<file path="config.mk">
export PLATFORM = sky130hd
export DESIGN_NAME = page_dma_engine
export DESIGN_NICKNAME = d
export VERILOG_FILES = /design/src/rtl/pdma_pkg.sv /design/src/rtl/pdma_request.sv /design/src/rtl/pdma_sequencer.sv /design/src/rtl/pdma_bus_mux.sv /design/src/rtl/page_dma_engine.sv
export SDC_FILE = /design/constraint.sdc
export NUM_CORES = 1
export LEC_CHECK = 0
export BUFFER_PORTS_ARGS = -buffer_cell sky130_fd_sc_hd__clkbuf_2
export CORE_MARGIN = 5
export CORE_UTILIZATION = 40
export DETAILED_ROUTE_END_ITERATION = 8
export GPL_TIMING_DRIVEN = 0
export MAX_ROUTING_LAYER = met4
export PLACE_DENSITY = 0.66
export SYNTH_ARGS = -nofsm -noshare
export SYNTH_HDL_FRONTEND = slang
export SYNTH_SLANG_ARGS = --single-unit
</file>
<file path="constraint.sdc">
create_clock -name clk -period 3.7 [get_ports clk]
set_input_delay 0.185 -clock clk [delete_from_list [all_inputs] [get_ports clk]]
set_output_delay 0.185 -clock clk [all_outputs]
set_load 0.01 [all_outputs]
</file>
<file path="src/rtl/pdma_pkg.sv">
// Package: shared types for the page-to-port DMA engine.
// Assumes: four sequencer phases are enough to describe ownership of the bus.
package pdma_pkg;

    // Sequencer phase: idle, letting the CPU read finish, DMA read, DMA write
    typedef enum logic [1:0] {
        ST_IDLE    = 2'd0,
        ST_CPU_RD  = 2'd1,
        ST_DMA_RD  = 2'd2,
        ST_DMA_WR  = 2'd3
    } pdma_state_e;

endpackage

</file>
<file path="src/rtl/pdma_request.sv">
// Module: pdma_request
// Holds an armed-but-not-started request: a pending mark and the page number.
// Assumes: a new trigger in the same cycle as take-up wins, so the fresh
// request is kept pending rather than dropped.
module pdma_request #(
    parameter int PAGE_W = 8
) (
    input  logic              clk,
    input  logic              rst_n,
    input  logic              trig_valid,
    input  logic [PAGE_W-1:0] trig_page,
    input  logic              take,
    output logic              pend,
    output logic [PAGE_W-1:0] pend_page
);

    // Latch the page on a trigger; drop the pending mark on take-up
    always_ff @(posedge clk) begin
        if (!rst_n) begin
            pend      <= 1'b0;
            pend_page <= '0;
        end else if (trig_valid) begin
            pend      <= 1'b1;
            pend_page <= trig_page;
        end else if (take) begin
            pend      <= 1'b0;
        end
    end

    AST_TRIG_LATCHES: assert property (@(posedge clk) disable iff (!rst_n)
        trig_valid |=> (pend && pend_page == $past(trig_page)));
    AST_TAKE_CLEARS: assert property (@(posedge clk) disable iff (!rst_n)
        (take && !trig_valid) |=> !pend);

endmodule

</file>
<file path="src/rtl/pdma_sequencer.sv">
// Module: pdma_sequencer
// Walks the phases of one transfer: waits out the CPU read that took the
// request up, then alternates a timed read of {page,index} and a timed write.
// Assumes: ACC_CYCLES >= 2; the CPU read that takes the request up started
// in the take-up cycle and lasts ACC_CYCLES clocks.
module pdma_sequencer
    import pdma_pkg::*;
#(
    parameter int ADDR_W     = 16,
    parameter int DATA_W     = 8,
    parameter int PAGE_W     = 8,
    parameter int ACC_CYCLES = 12
) (
    input  logic                     clk,
    input  logic                     rst_n,
    input  logic                     cpu_rd,
    input  logic                     pend,
    input  logic [PAGE_W-1:0]        pend_page,
    input  logic [DATA_W-1:0]        bus_rdata,
    output logic                     take,
    output pdma_state_e              state,
    output logic [ADDR_W-PAGE_W-1:0] idx,
    output logic [PAGE_W-1:0]        page,
    output logic [DATA_W-1:0]        data_q
);

    localparam int IDX_W = ADDR_W - PAGE_W;
    localparam int TMR_W = $clog2(ACC_CYCLES + 1);
    localparam logic [TMR_W-1:0] TMR_LAST = TMR_W'(ACC_CYCLES - 1);
    localparam logic [IDX_W-1:0] IDX_LAST = {IDX_W{1'b1}};

    logic [TMR_W-1:0] tmr;
    logic             acc_end;

    // Take-up happens only from idle on a CPU read while a request waits
    always_comb take = (state == ST_IDLE) && pend && cpu_rd;
    // Last clock of the current timed access
    always_comb acc_end = (tmr == TMR_LAST);

    // Phase, access timer, byte index, active page and data holding register
    always_ff @(posedge clk) begin
        if (!rst_n) begin
            state  <= ST_IDLE;
            tmr    <= '0;
            idx    <= '0;
            page   <= '0;
            data_q <= '0;
        end else begin
            case (state)
                ST_IDLE: begin
                    if (take) begin
                        state <= ST_CPU_RD;
                        tmr   <= TMR_W'(1);
                        page  <= pend_page;
                        idx   <= '0;
                    end
                end
                ST_CPU_RD: begin
                    if (acc_end) begin
                        state <= ST_DMA_RD;
                        tmr   <= '0;
                    end else begin
                        tmr <= tmr + 1'b1;
                    end
                end
                ST_DMA_RD: begin
                    if (acc_end) begin
                        data_q <= bus_rdata;
                        state  <= ST_DMA_WR;
                        tmr    <= '0;
                    end else begin
                        tmr <= tmr + 1'b1;
                    end
                end
                ST_DMA_WR: begin
                    if (acc_end) begin
                        tmr <= '0;
                        if (idx == IDX_LAST) begin
                            state <= ST_IDLE;
                        end else begin
                            idx   <= idx + 1'b1;
                            state <= ST_DMA_RD;
                        end
                    end else begin
                        tmr <= tmr + 1'b1;
                    end
                end
                default: state <= ST_IDLE;
            endcase
        end
    end

    AST_NO_START_WITHOUT_READ: assert property (@(posedge clk) disable iff (!rst_n)
        (state == ST_IDLE && !(pend && cpu_rd)) |=> (state == ST_IDLE));
    AST_READ_HOLDS: assert property (@(posedge clk) disable iff (!rst_n)
        (state == ST_DMA_RD && !acc_end) |=> (state == ST_DMA_RD && $stable(idx)));
    AST_WDATA_STABLE: assert property (@(posedge clk) disable iff (!rst_n)
        (state == ST_DMA_WR && !acc_end) |=> (state == ST_DMA_WR && $stable(data_q)));
    AST_LAST_BYTE_ENDS: assert property (@(posedge clk) disable iff (!rst_n)
        (state == ST_DMA_WR && acc_end && idx == IDX_LAST) |=> (state == ST_IDLE));
    AST_PAGE_STEADY: assert property (@(posedge clk) disable iff (!rst_n)
        (state != ST_IDLE) |=> $stable(page));

endmodule

</file>
<file path="src/rtl/pdma_bus_mux.sv">
// Module: pdma_bus_mux
// Chooses who drives the bus: the CPU when the engine is idle or waiting out
// the CPU read, the engine during its own read and write phases.
// Assumes: the destination address is a fixed parameter.
module pdma_bus_mux
    import pdma_pkg::*;
#(
    parameter int ADDR_W = 16,
    parameter int DATA_W = 8,
    parameter int PAGE_W = 8,
    parameter logic [ADDR_W-1:0] DEST_ADDR = 16'h2004
) (
    input  pdma_state_e              state,
    input  logic [PAGE_W-1:0]        page,
    input  logic [ADDR_W-PAGE_W-1:0] idx,
    input  logic [DATA_W-1:0]        data_q,
    input  logic [ADDR_W-1:0]        cpu_addr,
    input  logic                     cpu_rd,
    input  logic                     cpu_wr,
    input  logic [DATA_W-1:0]        cpu_wdata,
    output logic                     dma_busy,
    output logic [ADDR_W-1:0]        bus_addr,
    output logic                     bus_rd,
    output logic                     bus_wr,
    output logic [DATA_W-1:0]        bus_wdata
);

    // Route engine or CPU signals onto the bus according to the phase
    always_comb begin
        dma_busy  = (state == ST_DMA_RD) || (state == ST_DMA_WR);
        bus_addr  = cpu_addr;
        bus_rd    = cpu_rd;
        bus_wr    = cpu_wr;
        bus_wdata = cpu_wdata;
        if (state == ST_DMA_RD) begin
            bus_addr  = {page, idx};
            bus_rd    = 1'b1;
            bus_wr    = 1'b0;
            bus_wdata = data_q;
        end else if (state == ST_DMA_WR) begin
            bus_addr  = DEST_ADDR;
            bus_rd    = 1'b0;
            bus_wr    = 1'b1;
            bus_wdata = data_q;
        end
    end

endmodule

</file>
<file path="src/rtl/page_dma_engine.sv">
// Module: page_dma_engine (top)
// Copies one page of CPU address space to a fixed port after the CPU's next
// read, one read and one write per byte, stalling the CPU meanwhile.
// Assumes: the CPU honours dma_busy and issues no access while it is high.
module page_dma_engine
    import pdma_pkg::*;
#(
    parameter int ADDR_W     = 16,
    parameter int DATA_W     = 8,
    parameter int PAGE_W     = 8,
    parameter int ACC_CYCLES = 12,
    parameter logic [ADDR_W-1:0] DEST_ADDR = 16'h2004
) (
    input  logic              clk,
    input  logic              rst_n,
    input  logic              trig_valid,
    input  logic [PAGE_W-1:0] trig_page,
    input  logic [ADDR_W-1:0] cpu_addr,
    input  logic              cpu_rd,
    input  logic              cpu_wr,
    input  logic [DATA_W-1:0] cpu_wdata,
    output logic              dma_busy,
    output logic [ADDR_W-1:0] bus_addr,
    output logic              bus_rd,
    output logic              bus_wr,
    output logic [DATA_W-1:0] bus_wdata,
    input  logic [DATA_W-1:0] bus_rdata
);

    localparam int IDX_W = ADDR_W - PAGE_W;

    logic              take;
    logic              pend;
    logic [PAGE_W-1:0] pend_page;
    pdma_state_e       state;
    logic [IDX_W-1:0]  idx;
    logic [PAGE_W-1:0] page;
    logic [DATA_W-1:0] data_q;

    pdma_request #(.PAGE_W(PAGE_W)) u_req (
        .clk(clk), .rst_n(rst_n), .trig_valid(trig_valid), .trig_page(trig_page),
        .take(take), .pend(pend), .pend_page(pend_page)
    );

    pdma_sequencer #(
        .ADDR_W(ADDR_W), .DATA_W(DATA_W), .PAGE_W(PAGE_W), .ACC_CYCLES(ACC_CYCLES)
    ) u_seq (
        .clk(clk), .rst_n(rst_n), .cpu_rd(cpu_rd), .pend(pend), .pend_page(pend_page),
        .bus_rdata(bus_rdata), .take(take), .state(state), .idx(idx), .page(page),
        .data_q(data_q)
    );

    pdma_bus_mux #(
        .ADDR_W(ADDR_W), .DATA_W(DATA_W), .PAGE_W(PAGE_W), .DEST_ADDR(DEST_ADDR)
    ) u_mux (
        .state(state), .page(page), .idx(idx), .data_q(data_q),
        .cpu_addr(cpu_addr), .cpu_rd(cpu_rd), .cpu_wr(cpu_wr), .cpu_wdata(cpu_wdata),
        .dma_busy(dma_busy), .bus_addr(bus_addr), .bus_rd(bus_rd), .bus_wr(bus_wr),
        .bus_wdata(bus_wdata)
    );

    AST_WRITE_TO_PORT: assert property (@(posedge clk) disable iff (!rst_n)
        (dma_busy && bus_wr) |-> (bus_addr == DEST_ADDR));
    AST_ONE_STROBE: assert property (@(posedge clk) disable iff (!rst_n)
        dma_busy |-> $onehot({bus_rd, bus_wr}));

endmodule

</file>
# Yosys cells after proc, flatten, opt, wreduce, memory -nomap -nowiden
# Index checks and enable logic that the tools add are counted.
# Widths: inputs -> output; s select.
dict set report word_totals {
  wordCells 53
  ff_bits 39
}
dict set report op_classes {
  muxes 23
  n_reduce_logical 11
  n_addsub 2
  eq_ne 10
}
# op n
set op_table {}
lappend op_table {{$mux 8} 5}
lappend op_table {{$mux 16} 2}
lappend op_table {{$pmux 8 s2} 1}
lappend op_table {{$mux 2} 5}
lappend op_table {{$add 8x1->8 const B} 1}
lappend op_table {{$eq 8x8->1 const B} 1}
lappend op_table {{$mux 4} 2}
lappend op_table {{$ne 2x2->1 const B} 4}
lappend op_table {{$pmux 2 s4} 1}
lappend op_table {{$pmux 4 s2} 1}
lappend op_table {{$reduce_and 4->1} 2}
lappend op_table {{$mux 1} 6}
lappend op_table {{$add 4x1->4 const B} 1}
lappend op_table {{$eq 2x2->1 const B} 2}
lappend op_table {{$eq 4x4->1 const B} 1}
lappend op_table {{$reduce_and 2->1} 2}
lappend op_table {{$reduce_bool 2->1} 2}
lappend op_table {{$reduce_or 3->1} 1}
lappend op_table {{$eq 2x1->1 const B} 1}
lappend op_table {{$logic_and 1x1->1} 2}
lappend op_table {{$logic_not 2->1} 1}
lappend op_table {{$ne 2x1->1 const B} 1}
lappend op_table {{$logic_or 1x1->1} 1}

# Longest topological paths before layout
# Gate-level depths: netlist (run 1).
dict set report logic_depth {
  ltp_word 5
  depth_mapped 7
}

# By module
# A second synthesis (run 1) with hierarchy kept.
dict set report unflattened {
  hier_cells 214
  hier_area_um2 2004.4
}
# mod area_each_um2 n_inst cells_per_inst
set modules_own_cells {}
lappend modules_own_cells {pdma_sequencer 1372.6 1 153}
lappend modules_own_cells {pdma_request 335.3 1 28}
lappend modules_own_cells {pdma_bus_mux 296.5 1 33}

# Least setup slack after synthesis (run 1)
# Ideal clock, no wire load.
dict set report synth_timing {
  path_type {reg2reg}
  startpoint {register u_seq.tmr[0]}
  endpoint {register u_seq.idx[4]}
  n_path_buf 2
  t_arrival_ns 1.596
  stages_incl_launch_ff 8
  setup_slack_ns 2.030
  required_time_ns 3.626
  cell_sequence {dfxtp_1 ha_1 and3b_1 buf_6 o2111ai_4 buf_6 or4_1 a31oi_1}
}
dict set report synth_between {
  elab_chain_cells 3
}
# element line_no
set synth_lines {}
lappend synth_lines {{start, declared} pdma_sequencer.sv:32} ;# logic [TMR_W-1:0] tmr;
lappend synth_lines {{start signal, assigned} pdma_sequencer.sv:63} ;# tmr <= tmr + 1'b1;
lappend synth_lines {{start signal, assigned} pdma_sequencer.sv:72} ;# tmr <= tmr + 1'b1;
lappend synth_lines {{start signal, assigned} pdma_sequencer.sv:85} ;# tmr <= tmr + 1'b1;
lappend synth_lines {{$eq 4x4->1} pdma_sequencer.sv:38} ;# always_comb acc_end = (tmr == TMR_LAST);
lappend synth_lines {{$ne 2x2->1 (no source line)} --}
lappend synth_lines {{$reduce_and 4->1 (no source line)} --}
lappend synth_lines {{end signal, assigned} pdma_sequencer.sv:81} ;# idx <= idx + 1'b1;
lappend synth_lines {{end, declared} pdma_sequencer.sv:22} ;# output logic [ADDR_W-PAGE_W-1:0] idx,
# No other way between the ends.
# A chain may end at the register's enable or synchronous reset.

# Final worst setup path (run 1)
dict set report layout_timing {
  startpoint {register u_seq.state[1]}
  endpoint {output port bus_addr[7]}
}
dict set report layout_between {
  elab_chain_cells 3
  elab_cells_between_ends 4
  cone_classes {eq/ne: 2; mux: 2}
}
# element line_no
set layout_lines {}
lappend layout_lines {{start, declared} pdma_sequencer.sv:21} ;# output pdma_state_e state,
lappend layout_lines {{start signal, assigned} pdma_sequencer.sv:43} ;# state <= ST_IDLE;
lappend layout_lines {{start signal, assigned} pdma_sequencer.sv:52} ;# state <= ST_CPU_RD;
lappend layout_lines {{start signal, assigned} pdma_sequencer.sv:60} ;# state <= ST_DMA_RD;
lappend layout_lines {{$eq 2x2->1} pdma_bus_mux.sv:40} ;# end else if (state == ST_DMA_WR) begin
lappend layout_lines {{$mux 16} pdma_bus_mux.sv:40}
lappend layout_lines {{$mux 16 (*)} pdma_bus_mux.sv:35} ;# if (state == ST_DMA_RD) begin
lappend layout_lines {{end, declared} page_dma_engine.sv:23} ;# output logic [ADDR_W-1:0] bus_addr,
# Mark *: on every way between the ends. The rest lies on a longest branch, timed or not.

==> metrics.csv, run 1 <==
metric,value,unit
p_leak,1.092,nW
status,"complete, no violations",
syn-instance-count,257,
clock_path_buffers,2,
multiInputGateArea,1049,sq um
n_fill_cell,511,
drc_errors,0,
fin_setup_tns,0,ps
cts_buffers,5,
core,4817,sq um
cts_resized,0,
die_w,81.14,um
tightest_slew,649.8,ps
critPathArrivalTime,1850,ps
slowest_stage,dfxtp_1,
wl_per_cell,13.22,um
synth_area,2024,sq um
antenna_left,0,
rsz0062_at_grt,no,
crit_path_cell_trace,buf_2 -> clkbuf_1 -> nand2_1 -> o22ai_1 -> clkbuf_2,
hp-class,in -> reg,
drive_above_1_share,29.55,%
chipHeight,81.14,um
p_sw,0.0002137,W
finalNetCount,381,
path_class,reg -> out,
postCtsSetupRepairBufs,0,
synth_edf_count,0,
io_buffer_count,70,
mostFrequentLayoutCells,"clkbuf_2 (70), nand2_1 (54), dfxtp_1 (39), a21oi_1 (24)",
grt_pass1_wl,9.135,mm
p_int,0.0006983,W
synth-seq-cells,39,
crit_family,buffers and inverters,
avgSynthCellArea,7.877,sq um
clkTransAtPathRegs,80,ps
drt_pass1_iterations,4,
core.rowCount,25,
setup_viol,0,
slew_viol_final,0,
cts_sinks,39,
yosysSeqAreaShare,38.57,%
crit_path_end_kind,output pin,
grt_max_degree,13,
syn_to_final_growth,27.26,%
dp_hpwl,3.958,mm
fmax,492.2,MHz
timing.slew.headroom,56.68,%
synth_flop_cell,dfxtp_1,
crit_buf_inv,3,
switching_share,23.43,%
synth_top_cell_area_share,38.57,%
gp_congestion,0.7790,
ys_types,40,
synth_largest_area_cell,dfxtp_1,
skew,2.954,ps
grt_use_total,18.20,%
max_stage_delay,460,ps
powerDensity,354.0,nW/um^2
register_area,780.7,sq um
die_area,6584,sq um
syn_nets,304,
yosys-top-cells-area,"dfxtp_1 (39%), nand2_1 (10%), a21oi_1 (5.9%)",
start_kind,flip-flop,
cp.required,3510,ps
drt_iter0_drc,122,
cts-htree-levels,2,
path_max_fanout,10,
grt_overflow,0,
clockRootBuffer,clkbuf_8,
io_pins,72,
clock_latency,290,ps
viasPerCell,5.050,
cts_hold_buffers,0,
period_minus_slack,2032,ps
period_share,54.91,%
cts_tree,yes,
finalHoldViolCount,0,
p_comb_share,11.5,%
yosysWarnings,0,
utilization,53.48,%
max_cap_violations,0,
clockPowerShare,40.7,%
layout_commonest_cell,clkbuf_2,
power.share.sequential,47.8,%
vias,2030,
wl,5.315,mm
irDropWorstVdd,247.9,uV
start_util,42.03,%
antenna_found_initial,0,
synth-async-reset-ratio,0,%
num_antenna_cells,0,
grt_pass1_vias,2064,
## power by group through the flow
stage	Clock (W)	Sequential [W]	Combinational [W]
2_1_floorplan	0	0.000444	0.0000578
3_3_place_gp	0	0.000446	0.000105
3_5_place_dp	0	0.000446	0.000106
4_1_cts	0.000380	0.000436	0.000106
5_1_grt	0.000399	0.000438	0.000118
6_report	0.000371	0.000436	0.000105
## worst register-to-register path, stage by stage, from the launching register on
cell	delay, ps
dfxtp_1	380
ha_1	220
and3b_1	190
buf_6	140
o2111ai_4	120
buf_6	180
or4_1	390
a31oi_1	160
## per-stage QoR
| step | instances | total power [W] | instance area [sq um] | hold slack (ps) | setup WS (ps) |
|---|---|---|---|---|---|
| 2_1_floorplan | 257 | 0.0005021 | 2024 | 298.8 | 2030 |
| 4_1_cts | 402 | 0.0009223 | 2576 | 108.0 | 1670 |
| 6_report | 402 | 0.0009120 | 2576 | 110.7 | 1668 |
| 5_1_grt | 402 | 0.0009550 | 2576 | 123.6 | 1511 |
| 3_3_place_gp | 394 | 0.0005509 | 2459 | 409.9 | 1898 |
| 3_5_place_dp | 394 | 0.0005522 | 2459 | 419.3 | 1878 |
## path summary, 6_finish.rpt
kind                  start  slack, ps              end  cells past startpoint
max          u_seq.state[1]       1670      bus_addr[7]                      5
min            bus_rdata[1]        110  u_seq.data_q[1]                      3
max reg2reg    u_seq.tmr[0]       1860     u_seq.idx[4]                      7
min reg2reg   u_seq.page[7]        450    u_seq.page[7]                      2
## sequential cells by signal (all words and copies together), names as in the netlist
| signal | flops |
|---|---|
| u_req.pend | 1 |
| u_seq.state | 2 |
| u_seq.idx | 8 |
| u_req.pend_page | 8 |
| u_seq.page | 8 |
| u_seq.tmr | 4 |
| u_seq.data_q | 8 |
## cell usage after synthesis (3+ instances only)
cell      instances
nand2_1          54
dfxtp_1          39
a21oi_1          24
inv_1            17
nor2_1           17
o21ai_0          13
nand3_1          10
mux2i_1           9
clkbuf_1          8
mux2_2            8
o22ai_1           8
a31oi_1           4
or4_1             4
buf_2             3
buf_6             3
clkbuf_8          3
nand4_1           3
nor3_1            3
## routing by layer
layer | vias to the layer above | GRT usage, % | routed length [um]
li1 | 1042 | - | -
met1 | 912 | 22.17 | 2400
met2 | 66 | 28.57 | 2407
met3 | 10 | 4.324 | 403
met4 | 0 | 8.108 | 103
met5 | - | - | 0
## cell families after synthesis
logic type / Yosys count / synth area share, %
muxes: 17 / 8.900
AOI/OAI and AO/OA: 60 / 18.29
buffers and inverters: 37 / 9.641
adders and majority gates: 2 / 1.236
DFF: 39 / 38.57
and+or+nand+nor: 102 / 23.36
## area by class of cell
class | instances | area share, %
Clock inverter | 2 | 1.360
Multi-Input combinational cell | 181 | 40.70
Timing Repair Buffer | 70 | 13.60
Clock buffer | 6 | 3.205
Tap cell | 67 | 3.254
Inverter | 18 | 2.623
Sequential cell | 39 | 30.31
Buffer | 19 | 4.954
(Power assumes the default switching activity.)
==> inputs of run 2 (changes only) <==
clock period = 1.94 ns   (was 3.7 ns; I/O delays follow)
==> run 2 against run 1 <==
Compared with the run above:
- count of clock-buffer cells in the layout unchanged
- clock power up 92%
- highest routed layer unchanged
- total power is 91% higher
- setup slack got worse by 1600 ps
- sequential share of layout area barely moved
- critical path depth down 1
- clock skew barely moved
==> metrics.csv, run 2 (synthesis results as in run 1) <==
metric,value,unit,change
path_class,reg -> out,,
drc_errors,0,,unchanged
timing.slew.headroom,55.05,%,-1.6 points
drt_iter0_drc,96,,-21%
wl_per_cell,13.35,um,+1.0%
fin_setup_tns,0,ps,unchanged
clkTransAtPathRegs,80,ps,about the same
p_sw,0.0004115,W,+93%
drt_pass1_iterations,4,,unchanged
p_int,0.001332,W,+91%
clock_latency,290,ps,about the same
core,4817,sq um,unchanged
p_comb_share,11.5,%,about the same
clock_path_buffers,2,,unchanged
path_max_fanout,10,,unchanged
cts_buffers,5,,unchanged
finalNetCount,380,,-0.26%
start_kind,flip-flop,,
irDropWorstVdd,476.2,uV,+92%
grt_overflow,0,,unchanged
cts-htree-levels,2,,unchanged
dpl_cell_area,2459,sq um,unchanged
wl,5.355,mm,+0.75%
gp_congestion,0.7790,,unchanged
dp_cells,394,,unchanged
layout_commonest_cell,clkbuf_2,,
powerDensity,674.9,nW/um^2,+91%
clockRootBuffer,clkbuf_8,,
die_area,6584,sq um,unchanged
grt_pass1_wl,9.170,mm,+0.38%
io_pins,72,,unchanged
cts_sinks,39,,unchanged
die_w,81.14,um,unchanged
syn_to_final_growth,27.63,%,
cp.required,1840,ps,-1670 ps
slew_viol_final,0,,unchanged
antenna_left,0,,unchanged
crit_path_end_kind,output pin,,
skew,2.598,ps,-0.3552 ps
io_buffer_count,70,,unchanged
critPathArrivalTime,1730,ps,-120 ps
period_share,94.27,%,
hp-class,in -> reg,,
power.share.sequential,47.7,%,about the same
fmax,546.8,MHz,
tightest_slew,674.2,ps,+24.38 ps
chipHeight,81.14,um,unchanged
drive_above_1_share,30.84,%,+1.3 points
finalHoldViolCount,0,,unchanged
viasPerCell,5.152,,+2.0%
register_area,782.0,sq um,+0.16%
p_leak,1.094,nW,+0.17%
antenna_found_initial,0,,unchanged
dp_hpwl,3.958,mm,unchanged
mostFrequentLayoutCells,"clkbuf_2 (72), nand2_1 (54), dfxtp_1 (38), a21oi_1 (24)",,
grt_use_total,18.25,%,+0.048 points
setup_viol,0,,unchanged
multiInputGateArea,1051,sq um,+0.24%
num_antenna_cells,0,,unchanged
grt_max_degree,13,,unchanged
cts_hold_buffers,0,,unchanged
finish.instance_area,2584,sq um,+0.29%
grt_pass1_vias,2069,,+0.24%
core.rowCount,25,,unchanged
max_cap_violations,0,,unchanged
period_minus_slack,1829,ps,
fin_cells,401,,-0.25%
n_fill_cell,514,,+0.59%
start_util,42.03,%,unchanged
cts_tree,yes,,
switching_share,23.60,%,+0.17 points
vias,2066,,+1.8%
clockPowerShare,40.8,%,about the same
status,"complete, no violations",,
## run 2: cell count changes in the layout (fill, tap and decap cells not counted), sizes merged
cell	delta
clkbuf	+2
buf	-3
## run 2: metal layers
metal | GRT usage (%) | part of all wire [%] | up-vias
li1 | - | - | 1038
met1 | 22.03 | 46 | 947
met2 | 28.90 | 45 | 73
met3 | 4.324 | 6.7 | 8
met4 | 8.108 | 1.6 | 0
met5 | - | 0 | -
## run 2: final timing paths
check	start	endpoint	slack [ps]	depth (start not counted)
worst max-delay path	u_seq.state[1]	bus_wdata[3]	110	4
worst min-delay path	bus_rdata[1]	u_seq.data_q[1]	20	3
worst max register to register	u_seq.tmr[0]	u_seq.idx[4]	150	7
worst min register to register	u_seq.page[7]	u_seq.page[7]	450	2
## run 2: timing repair
| action | CTS | global route |
|---|---|---|
| resized for setup | 1 | 5 |
| gates cloned | 0 | 0 |
| endpoints found under the setup margin | 1 | 19 |
| buffers inserted | 0 | 0 |
## run 2: layout make-up
type                    instances  share of cell area, %
plain buffers                  18                  5.085
clock buffers                   6                  3.196
clock inverters                 2                  1.356
inverters                      18                  2.615
multi-input cells             181                  40.68
flip-flops and latches         39                  30.27
well taps                      67                  3.245
repair buffers                 70                  13.56
## run 2: critical path, cell delays in order, from the launching register on
cell and delay, ps:
dfxtp_1 460, clkbuf_4 270, clkbuf_4 230, mux2_2 350, clkbuf_2 130
## run 2: stage by stage
| stage | util [%] | hold WS, ps | power (W) | worst slack (ps) |
|---|---|---|---|---|
| global placement | 51.04 | 321.9 | 0.001051 | 138.0 |
| floorplan | - | 210.8 | 0.0009576 | 270.2 |
| CTS | 53.51 | 19.98 | 0.001759 | 40.12 |
| detailed placement | 51.04 | 331.3 | 0.001053 | 118.0 |
| global route | 53.64 | 35.52 | 0.001821 | -0.5738 |
| finish | 53.64 | 22.42 | 0.001744 | 111.1 |
## run 2: power by group through the flow
stage | clock [W] | combinational, W | sequential [W]
2_1_floorplan | 0 | 0.000110 | 0.000847
3_3_place_gp | 0 | 0.000201 | 0.000850
3_5_place_dp | 0 | 0.000202 | 0.000851
4_1_cts | 0.000724 | 0.000203 | 0.000832
5_1_grt | 0.000761 | 0.000225 | 0.000836
6_report | 0.000711 | 0.000200 | 0.000833
